--- config.mk ---
export PLATFORM = sky130hd
export DESIGN_NAME = i2cseq_top
export DESIGN_NICKNAME = d
export VERILOG_FILES = /design/src/rtl/i2cseq_pkg.sv /design/src/rtl/i2cseq_tick.sv /design/src/rtl/i2cseq_engine.sv /design/src/rtl/i2cseq_regs.sv /design/src/rtl/i2cseq_top.sv
export SDC_FILE = /design/constraint.sdc
export NUM_CORES = 1
export LEC_CHECK = 0
export ABC_AREA = 1
export BUFFER_PORTS_ARGS = -buffer_cell sky130_fd_sc_hd__buf_2
export CAP_MARGIN = 40
export CORE_ASPECT_RATIO = 0.7
export CORE_UTILIZATION = 45
export DETAILED_ROUTE_END_ITERATION = 10
export HOLD_SLACK_MARGIN = 0.12
export PLACE_DENSITY_LB_ADDON = 0.15
export SLEW_MARGIN = 20
export SYNTH_ARGS = -nofsm -noshare
export SYNTH_HDL_FRONTEND = slang
export SYNTH_SLANG_ARGS = --single-unit
--- constraint.sdc ---
create_clock -name clk -period 2 [get_ports clk]
set_input_delay 0.3 -clock clk [delete_from_list [all_inputs] [get_ports clk]]
set_output_delay 0.3 -clock clk [all_outputs]
set_load 0.005 [all_outputs]
--- src/rtl/i2cseq_pkg.sv ---
package i2cseq_pkg;

  // Control register field positions (bit 0 doubles as stretch enable in client mode)
  localparam int F_START  = 0;
  localparam int F_RSTART = 1;
  localparam int F_STOP   = 2;
  localparam int F_RECV   = 3;
  localparam int F_ACKGO  = 4;
  localparam int F_ACKVAL = 5;
  localparam int F_ACKRX  = 6;
  localparam int F_GCALL  = 7;
  localparam int CMD_W    = 5;

  typedef enum logic [2:0] {
    OP_START, OP_RSTART, OP_STOP, OP_ACK, OP_RX, OP_TX
  } op_t;

  typedef enum logic [3:0] {
    E_IDLE, E_ST_REL, E_ST_HOLD, E_RS_LO, E_RS_UP,
    E_SP_LO, E_SP_UP, E_SP_WAIT,
    E_B_LO, E_B_UP, E_B_HI, E_B_DN, E_B_END
  } est_t;

endpackage

--- src/rtl/i2cseq_tick.sv ---
module i2cseq_tick #(
  parameter int DIV = 8
) (
  input  logic clk,
  input  logic rst,
  output logic tick
);
  localparam int CW = (DIV > 2) ? $clog2(DIV) : 1;
  localparam logic [CW-1:0] LAST = CW'(DIV - 1);

  logic [CW-1:0] cnt_q;

  always_ff @(posedge clk) begin
    if (rst) begin
      cnt_q <= '0;
      tick  <= 1'b0;
    end else begin
      tick <= (cnt_q == LAST);
      if (cnt_q == LAST) cnt_q <= '0;
      else               cnt_q <= cnt_q + 1'b1;
    end
  end

  AST_TICK_SINGLE: assert property (@(posedge clk) disable iff (rst)
    tick |=> !tick);
endmodule

--- src/rtl/i2cseq_engine.sv ---
module i2cseq_engine
  import i2cseq_pkg::*;
#(
  parameter int HOLD_W = 4
) (
  input  logic              clk,
  input  logic              rst,
  input  logic              tick,
  input  logic              go,
  input  op_t               op,
  input  logic [7:0]        tx_byte,
  input  logic              ack_val,
  input  logic [HOLD_W-1:0] hold,
  input  logic              scl_in,
  input  logic              sda_in,
  output logic              scl_oe,
  output logic              sda_oe,
  output logic              done,
  output logic [7:0]        sh_byte,
  output logic              ack_bit
);
  localparam logic [3:0] TX_LAST = 4'd8;
  localparam logic [3:0] RX_LAST = 4'd7;

  est_t              st_q;
  op_t               op_q;
  logic [3:0]        idx_q;
  logic [HOLD_W-1:0] cnt_q;
  logic              ackv_q;
  logic              drive_low;
  logic [3:0]        last_idx;

  always_comb begin
    unique case (op_q)
      OP_TX:   last_idx = TX_LAST;
      OP_RX:   last_idx = RX_LAST;
      default: last_idx = 4'd0;
    endcase
  end

  always_comb begin
    unique case (op_q)
      OP_TX:   drive_low = (idx_q < TX_LAST) ? ~sh_byte[7] : 1'b0;
      OP_ACK:  drive_low = ~ackv_q;
      default: drive_low = 1'b0;
    endcase
  end

  always_ff @(posedge clk) begin
    if (rst) begin
      st_q    <= E_IDLE;
      op_q    <= OP_START;
      idx_q   <= '0;
      cnt_q   <= '0;
      ackv_q  <= 1'b0;
      scl_oe  <= 1'b0;
      sda_oe  <= 1'b0;
      done    <= 1'b0;
      sh_byte <= '0;
      ack_bit <= 1'b0;
    end else begin
      done <= 1'b0;
      unique case (st_q)
        E_IDLE: if (go) begin
          op_q   <= op;
          idx_q  <= '0;
          ackv_q <= ack_val;
          if (op == OP_TX) sh_byte <= tx_byte;
          unique case (op)
            OP_START:  begin scl_oe <= 1'b0; sda_oe <= 1'b0; st_q <= E_ST_REL; end
            OP_RSTART: st_q <= E_RS_LO;
            OP_STOP:   st_q <= E_SP_LO;
            default:   st_q <= E_B_LO;
          endcase
        end
        E_ST_REL: if (tick && scl_in && sda_in) begin
          sda_oe <= 1'b1;
          cnt_q  <= HOLD_W'(1);
          st_q   <= E_ST_HOLD;
        end
        E_ST_HOLD: if (tick) begin
          if (cnt_q >= hold) begin
            scl_oe <= 1'b1;
            done   <= 1'b1;
            st_q   <= E_IDLE;
          end else begin
            cnt_q <= cnt_q + 1'b1;
          end
        end
        E_RS_LO: if (tick) begin
          scl_oe <= 1'b1;
          sda_oe <= 1'b0;
          st_q   <= E_RS_UP;
        end
        E_RS_UP: if (tick) begin
          scl_oe <= 1'b0;
          st_q   <= E_ST_REL;
        end
        E_SP_LO: if (tick) begin
          scl_oe <= 1'b1;
          sda_oe <= 1'b1;
          st_q   <= E_SP_UP;
        end
        E_SP_UP: if (tick) begin
          scl_oe <= 1'b0;
          st_q   <= E_SP_WAIT;
        end
        E_SP_WAIT: if (tick && scl_in) begin
          sda_oe <= 1'b0;
          done   <= 1'b1;
          st_q   <= E_IDLE;
        end
        E_B_LO: if (tick) begin
          scl_oe <= 1'b1;
          sda_oe <= drive_low;
          st_q   <= E_B_UP;
        end
        E_B_UP: if (tick) begin
          scl_oe <= 1'b0;
          st_q   <= E_B_HI;
        end
        E_B_HI: if (tick && scl_in) begin
          if (op_q == OP_TX && idx_q == TX_LAST) ack_bit <= sda_in;
          else                                   sh_byte <= {sh_byte[6:0], sda_in};
          st_q <= E_B_DN;
        end
        E_B_DN: if (tick) begin
          scl_oe <= 1'b1;
          if (idx_q == last_idx) st_q <= E_B_END;
          else begin
            idx_q <= idx_q + 1'b1;
            st_q  <= E_B_LO;
          end
        end
        E_B_END: if (tick) begin
          sda_oe <= 1'b0;
          done   <= 1'b1;
          st_q   <= E_IDLE;
        end
        default: st_q <= E_IDLE;
      endcase
    end
  end

  AST_SDA_STILL_HIGH: assert property (@(posedge clk) disable iff (rst)
    (st_q == E_B_HI && !scl_oe) |=> $stable(sda_oe));
  AST_START_HOLD: assert property (@(posedge clk) disable iff (rst)
    (st_q == E_ST_HOLD) |-> (sda_oe && !scl_oe));
  AST_STOP_RELEASE: assert property (@(posedge clk) disable iff (rst)
    (done && op_q == OP_STOP) |-> (!sda_oe && !scl_oe));
  AST_NO_SAMPLE_LOW: assert property (@(posedge clk) disable iff (rst)
    (st_q == E_B_HI && !scl_in) |=> (st_q == E_B_HI));
  AST_DONE_IDLE: assert property (@(posedge clk) disable iff (rst)
    done |-> (st_q == E_IDLE));
endmodule

--- src/rtl/i2cseq_regs.sv ---
module i2cseq_regs
  import i2cseq_pkg::*;
(
  input  logic       clk,
  input  logic       rst,
  input  logic       host_mode,
  input  logic       wr_en,
  input  logic       wr_sel,
  input  logic [7:0] wr_data,
  input  logic       rx_clr,
  input  logic       eng_done,
  input  logic [7:0] eng_byte,
  input  logic       eng_ack,
  output logic [7:0] ctrl_q,
  output logic [7:0] txbuf_q,
  output logic [7:0] rx_data,
  output logic       rx_full,
  output logic       busy,
  output logic       irq,
  output logic       go,
  output op_t        cur_op
);
  logic [CMD_W-1:0] pick_bits;
  logic             pick_any;
  op_t              pick_op;
  logic             wr_ctrl, wr_tx;

  assign wr_ctrl = wr_en && !wr_sel;
  assign wr_tx   = wr_en &&  wr_sel;

  // Priority: start > repeated start > stop > acknowledge > receive
  always_comb begin
    pick_bits = '0;
    pick_any  = 1'b1;
    pick_op   = OP_START;
    if      (wr_data[F_START])  begin pick_bits[F_START]  = 1'b1; pick_op = OP_START;  end
    else if (wr_data[F_RSTART]) begin pick_bits[F_RSTART] = 1'b1; pick_op = OP_RSTART; end
    else if (wr_data[F_STOP])   begin pick_bits[F_STOP]   = 1'b1; pick_op = OP_STOP;   end
    else if (wr_data[F_ACKGO])  begin pick_bits[F_ACKGO]  = 1'b1; pick_op = OP_ACK;    end
    else if (wr_data[F_RECV])   begin pick_bits[F_RECV]   = 1'b1; pick_op = OP_RX;     end
    else                        pick_any = 1'b0;
  end

  always_ff @(posedge clk) begin
    if (rst) begin
      ctrl_q  <= '0;
      txbuf_q <= '0;
      rx_data <= '0;
      rx_full <= 1'b0;
      busy    <= 1'b0;
      irq     <= 1'b0;
      go      <= 1'b0;
      cur_op  <= OP_START;
    end else begin
      go  <= 1'b0;
      irq <= 1'b0;
      if (wr_ctrl) begin
        ctrl_q[F_GCALL]  <= wr_data[F_GCALL];
        ctrl_q[F_ACKVAL] <= wr_data[F_ACKVAL];
        if (!host_mode) begin
          ctrl_q[F_START] <= wr_data[F_START];
        end else if (!busy && pick_any) begin
          ctrl_q[CMD_W-1:0] <= pick_bits;
          cur_op <= pick_op;
          go     <= 1'b1;
          busy   <= 1'b1;
        end
      end else if (wr_tx && host_mode && !busy) begin
        txbuf_q <= wr_data;
        cur_op  <= OP_TX;
        go      <= 1'b1;
        busy    <= 1'b1;
      end
      if (rx_clr) rx_full <= 1'b0;
      if (eng_done) begin
        busy <= 1'b0;
        irq  <= 1'b1;
        ctrl_q[CMD_W-1:0] <= '0;
        if (cur_op == OP_TX) ctrl_q[F_ACKRX] <= eng_ack;
        if (cur_op == OP_RX) begin
          rx_data <= eng_byte;
          rx_full <= 1'b1;
        end
      end
    end
  end

  AST_CMD_LOCK: assert property (@(posedge clk) disable iff (rst)
    (busy && !eng_done) |=> $stable(ctrl_q[CMD_W-1:0]));
  AST_TX_LOCK: assert property (@(posedge clk) disable iff (rst)
    busy |=> $stable(txbuf_q));
  AST_IRQ_PULSE: assert property (@(posedge clk) disable iff (rst)
    irq |=> !irq);
  AST_ONE_CMD: assert property (@(posedge clk) disable iff (rst)
    host_mode |-> $onehot0(ctrl_q[CMD_W-1:0]));
  AST_ACKRX_HW: assert property (@(posedge clk) disable iff (rst)
    !eng_done |=> $stable(ctrl_q[F_ACKRX]));
endmodule

--- src/rtl/i2cseq_top.sv ---
module i2cseq_top
  import i2cseq_pkg::*;
#(
  parameter int TICK_DIV = 8,
  parameter int HOLD_W   = 4
) (
  input  logic              clk,
  input  logic              rst,
  input  logic              host_mode,
  input  logic [HOLD_W-1:0] hold_ticks,
  input  logic              wr_en,
  input  logic              wr_sel,
  input  logic [7:0]        wr_data,
  input  logic              rx_clr,
  output logic [7:0]        ctrl_q,
  output logic [7:0]        rx_data,
  output logic              rx_full,
  output logic              busy,
  output logic              irq,
  input  logic              scl_in,
  input  logic              sda_in,
  output logic              scl_oe,
  output logic              sda_oe
);
  logic       tick, go, eng_done, eng_ack;
  logic [7:0] eng_byte, txbuf;
  op_t        cur_op;

  i2cseq_tick #(.DIV(TICK_DIV)) u_tick (
    .clk(clk), .rst(rst), .tick(tick)
  );

  i2cseq_regs u_regs (
    .clk(clk), .rst(rst), .host_mode(host_mode),
    .wr_en(wr_en), .wr_sel(wr_sel), .wr_data(wr_data), .rx_clr(rx_clr),
    .eng_done(eng_done), .eng_byte(eng_byte), .eng_ack(eng_ack),
    .ctrl_q(ctrl_q), .txbuf_q(txbuf), .rx_data(rx_data), .rx_full(rx_full),
    .busy(busy), .irq(irq), .go(go), .cur_op(cur_op)
  );

  i2cseq_engine #(.HOLD_W(HOLD_W)) u_eng (
    .clk(clk), .rst(rst), .tick(tick), .go(go), .op(cur_op),
    .tx_byte(txbuf), .ack_val(ctrl_q[F_ACKVAL]), .hold(hold_ticks),
    .scl_in(scl_in), .sda_in(sda_in), .scl_oe(scl_oe), .sda_oe(sda_oe),
    .done(eng_done), .sh_byte(eng_byte), .ack_bit(eng_ack)
  );

  AST_CLIENT_QUIET: assert property (@(posedge clk) disable iff (rst)
    (!host_mode && !busy) |=> !busy);
endmodule

==> metrics.txt <==
outcome completed; Inst Count DP 585; Die W 102 µm; Hold Buf Count CTS 0; top-count cell post-synth nand2_1; DRT Pass-1 Iters 5; Reg area 0.00126 mm²; worst hold path class in2reg; Root Driver clkbuf_8; Iter 0 DRT Violations 202; antenna violations before repair 0; fillers 708; num rows 25; Setup WS pre-CTS between 200 and 250 ps; hpwl dp 5540 µm; f_max 589 MHz; core area 0.00676 mm²; TritonCTS clock tree done; endpoints failing setup 0; Yosys reg bits between 60 and 70; power share of the sequential group 0.397; PnR worst setup slack between 300 and 400 ps; # DRC 0; power density cells 1030 mW/mm²; clk_skew 11.5 ps; CTS buffer count 9; Mapped Area between 0.003 and 0.004 mm²; syn_area_per_cell between 6 and 7 µm²; Clock transition at path regs 70 ps; total power 3.73 mW; critical path type reg2reg; Area after DPL about 0.0034 mm²; nets 531; Clock Sinks 63; Yosys Warn Count 0; post-route cell area 0.00363 mm²; CP endpoint kind flop; synthesized net count 487; first-pass GRT wire length between 10,000 and 15,000 µm; sw frac 0.365; vias in the first global route 2,590; leakage 1.68 nW; max cap viols 0; setup_tns 0 ps; Worst Max-Slew Pin Slew approximately 450 ps; Routability Congestion 0.978; number of distinct library cells after synthesis 30; Final Hold Fails 0; Yosys top cell area share 0.401; RSZ-0062 raised after global routing no; die height 71.9 µm; gr ovfl total 0; Final min period 1700 ps; final hold slack 203 ps; Final Core Density 0.538; crit path launch type flop; worst path arrival time 1920 ps; routed wl met3 493 µm; via count 2,964; DIE AREA 0.00733 mm²; Post-synth ARST share 0; area leader, netlist dfxtp_1; Avg WL per Cell 12.0 µm; Gate Count Post-Synth 458; insertion delay to the later sink of the worst-skew pair approximately 340 ps; worst vdd ir 0.512 mV; wl on met1 approximately 3900 µm; Multi-input gate area around 0.0016 mm²; Post-Layout Cell Count approximately 600; H-tree levels 3; final antenna-violating net count 0; Area Growth Syn to Fin 15.6%; final wirelength around 7200 µm; pin count of the biggest net entering global routing 32; Slew headroom 0.702; Max clock buf depth 2; EDFF count, synth 0; vias per inst 4.93; antenna cells 0; GRT Total Usage 0.213; Switching Power 1.36 mW; Synth Flop Type dfxtp_1; Comb power frac 0.318; clock power share 0.285; Initial Util 0.465; max layer used met4; Seq/Total Area, Yosys 0.401; Ports 41; fraction of layout cells with a size suffix above 1 0.142; synth cell count leaders nand2_1 (87), inv_1 (64), dfxtp_1 (63); Critical Path RT 2220 ps; Port Buffers 40; Cell Int Power 2.37 mW; period utilization 0.849; Synth area leaders dfxtp_1 (40%), nand2_1 (10%), a21oi_1 (8.6%), inv_1 (7.6%), o21ai_0 (7.3%); wire length on met2 2690 µm; Worst Path Max Fanout 17; Slew Viols, Final 0
power by group through the flow:
| stage | Sequential, mW | Clock, mW | Combinational [mW] |
|---|---|---|---|
| after floorplan | 1.48 | 0 | 0.902 |
| after global placement | 1.50 | 0 | 1.18 |
| after detailed placement | 1.50 | 0 | 1.17 |
| after CTS | 1.48 | 1.10 | 1.18 |
| after global routing | 1.50 | 1.16 | 1.37 |
| final | 1.48 | 1.06 | 1.19 |
cells by family (layout without fill, tap and decap cells):
group / after synthesis / after routing / synth area share
buf+inv: 79 / 128 / 0.101
compound gates: 108 / 108 / 0.177
xor+xnor: 4 / 4 / 0.0111
fa+ha+maj: 9 / 9 / 0.0358
simple gates: 195 / 195 / 0.275
flops: 63 / 63 / 0.401
worst max-delay path: stages, from the launching register on:
cell and delay (ps):
dfxtp_1 490, nand2_2 180, nor2_4 200, inv_2 140, o21ai_2 100, nand4_4 200
o21ai_0 220, a21oi_1 60
metal layers:
layer / vias up / GRT usage
li1: 1576 / -
met1: 1273 / 0.323
met2: 103 / 0.284
met3: 12 / 0.0694
met4: 0 / 0.0571
met5: - / 0
area by class of cell:
| cell class | instances | area share |
|---|---|---|
| Inverter | 68 | 0.0702 |
| Timing Repair Buffer | 44 | 0.0668 |
| Clock buffer | 12 | 0.0399 |
| Tap cell | 94 | 0.0324 |
| Clock inverter | 4 | 0.0124 |
| Multi-Input combinational cell | 316 | 0.431 |
| Sequential cell | 63 | 0.347 |
flip-flops by register name, indices dropped and copies added, names as in the netlist, 4 cells and up:
signal	cells
u_eng.cnt_q	4
u_eng.idx_q	4
u_eng.sh_byte	8
u_eng.st_q	4
u_regs.ctrl_q	8
u_regs.rx_data	8
u_regs.txbuf_q	8
layout by cell type (no fill, tap or decap), types with 4 or more instances in the layout:
cell type	n
a21oi_1	54
buf_2	40
clkbuf_8	10
dfxtp_1	63
ha_1	9
inv_1	64
inv_2	4
nand2_1	87
nand3_1	31
nand3b_1	4
nand4_1	6
nor2_1	53
nor3_1	5
o21ai_0	45
final timing paths:
| path | from | to | slack [ps] | cells after the start |
|---|---|---|---|---|
| max | u_eng.st_q[3]$_SDFFE_PP0P_ | u_eng.sh_byte[0]$_SDFFE_PP0P_ | 300 | 7 |
| min | wr_data[7] | u_regs.ctrl_q[7]$_SDFFE_PP0P_ | 200 | 3 |
| max reg2reg | u_eng.st_q[3]$_SDFFE_PP0P_ | u_eng.sh_byte[0]$_SDFFE_PP0P_ | 300 | 7 |
| min reg2reg | u_tick.cnt_q[0]$_SDFF_PP0_ | u_tick.cnt_q[0]$_SDFF_PP0_ | 420 | 1 |
repair_timing:
action,CTS,global route
endpoints found under the setup margin,0,2
buffers inserted,0,0
gates resized for setup,0,1
Note: power is estimated with default switching activity, not from simulation.
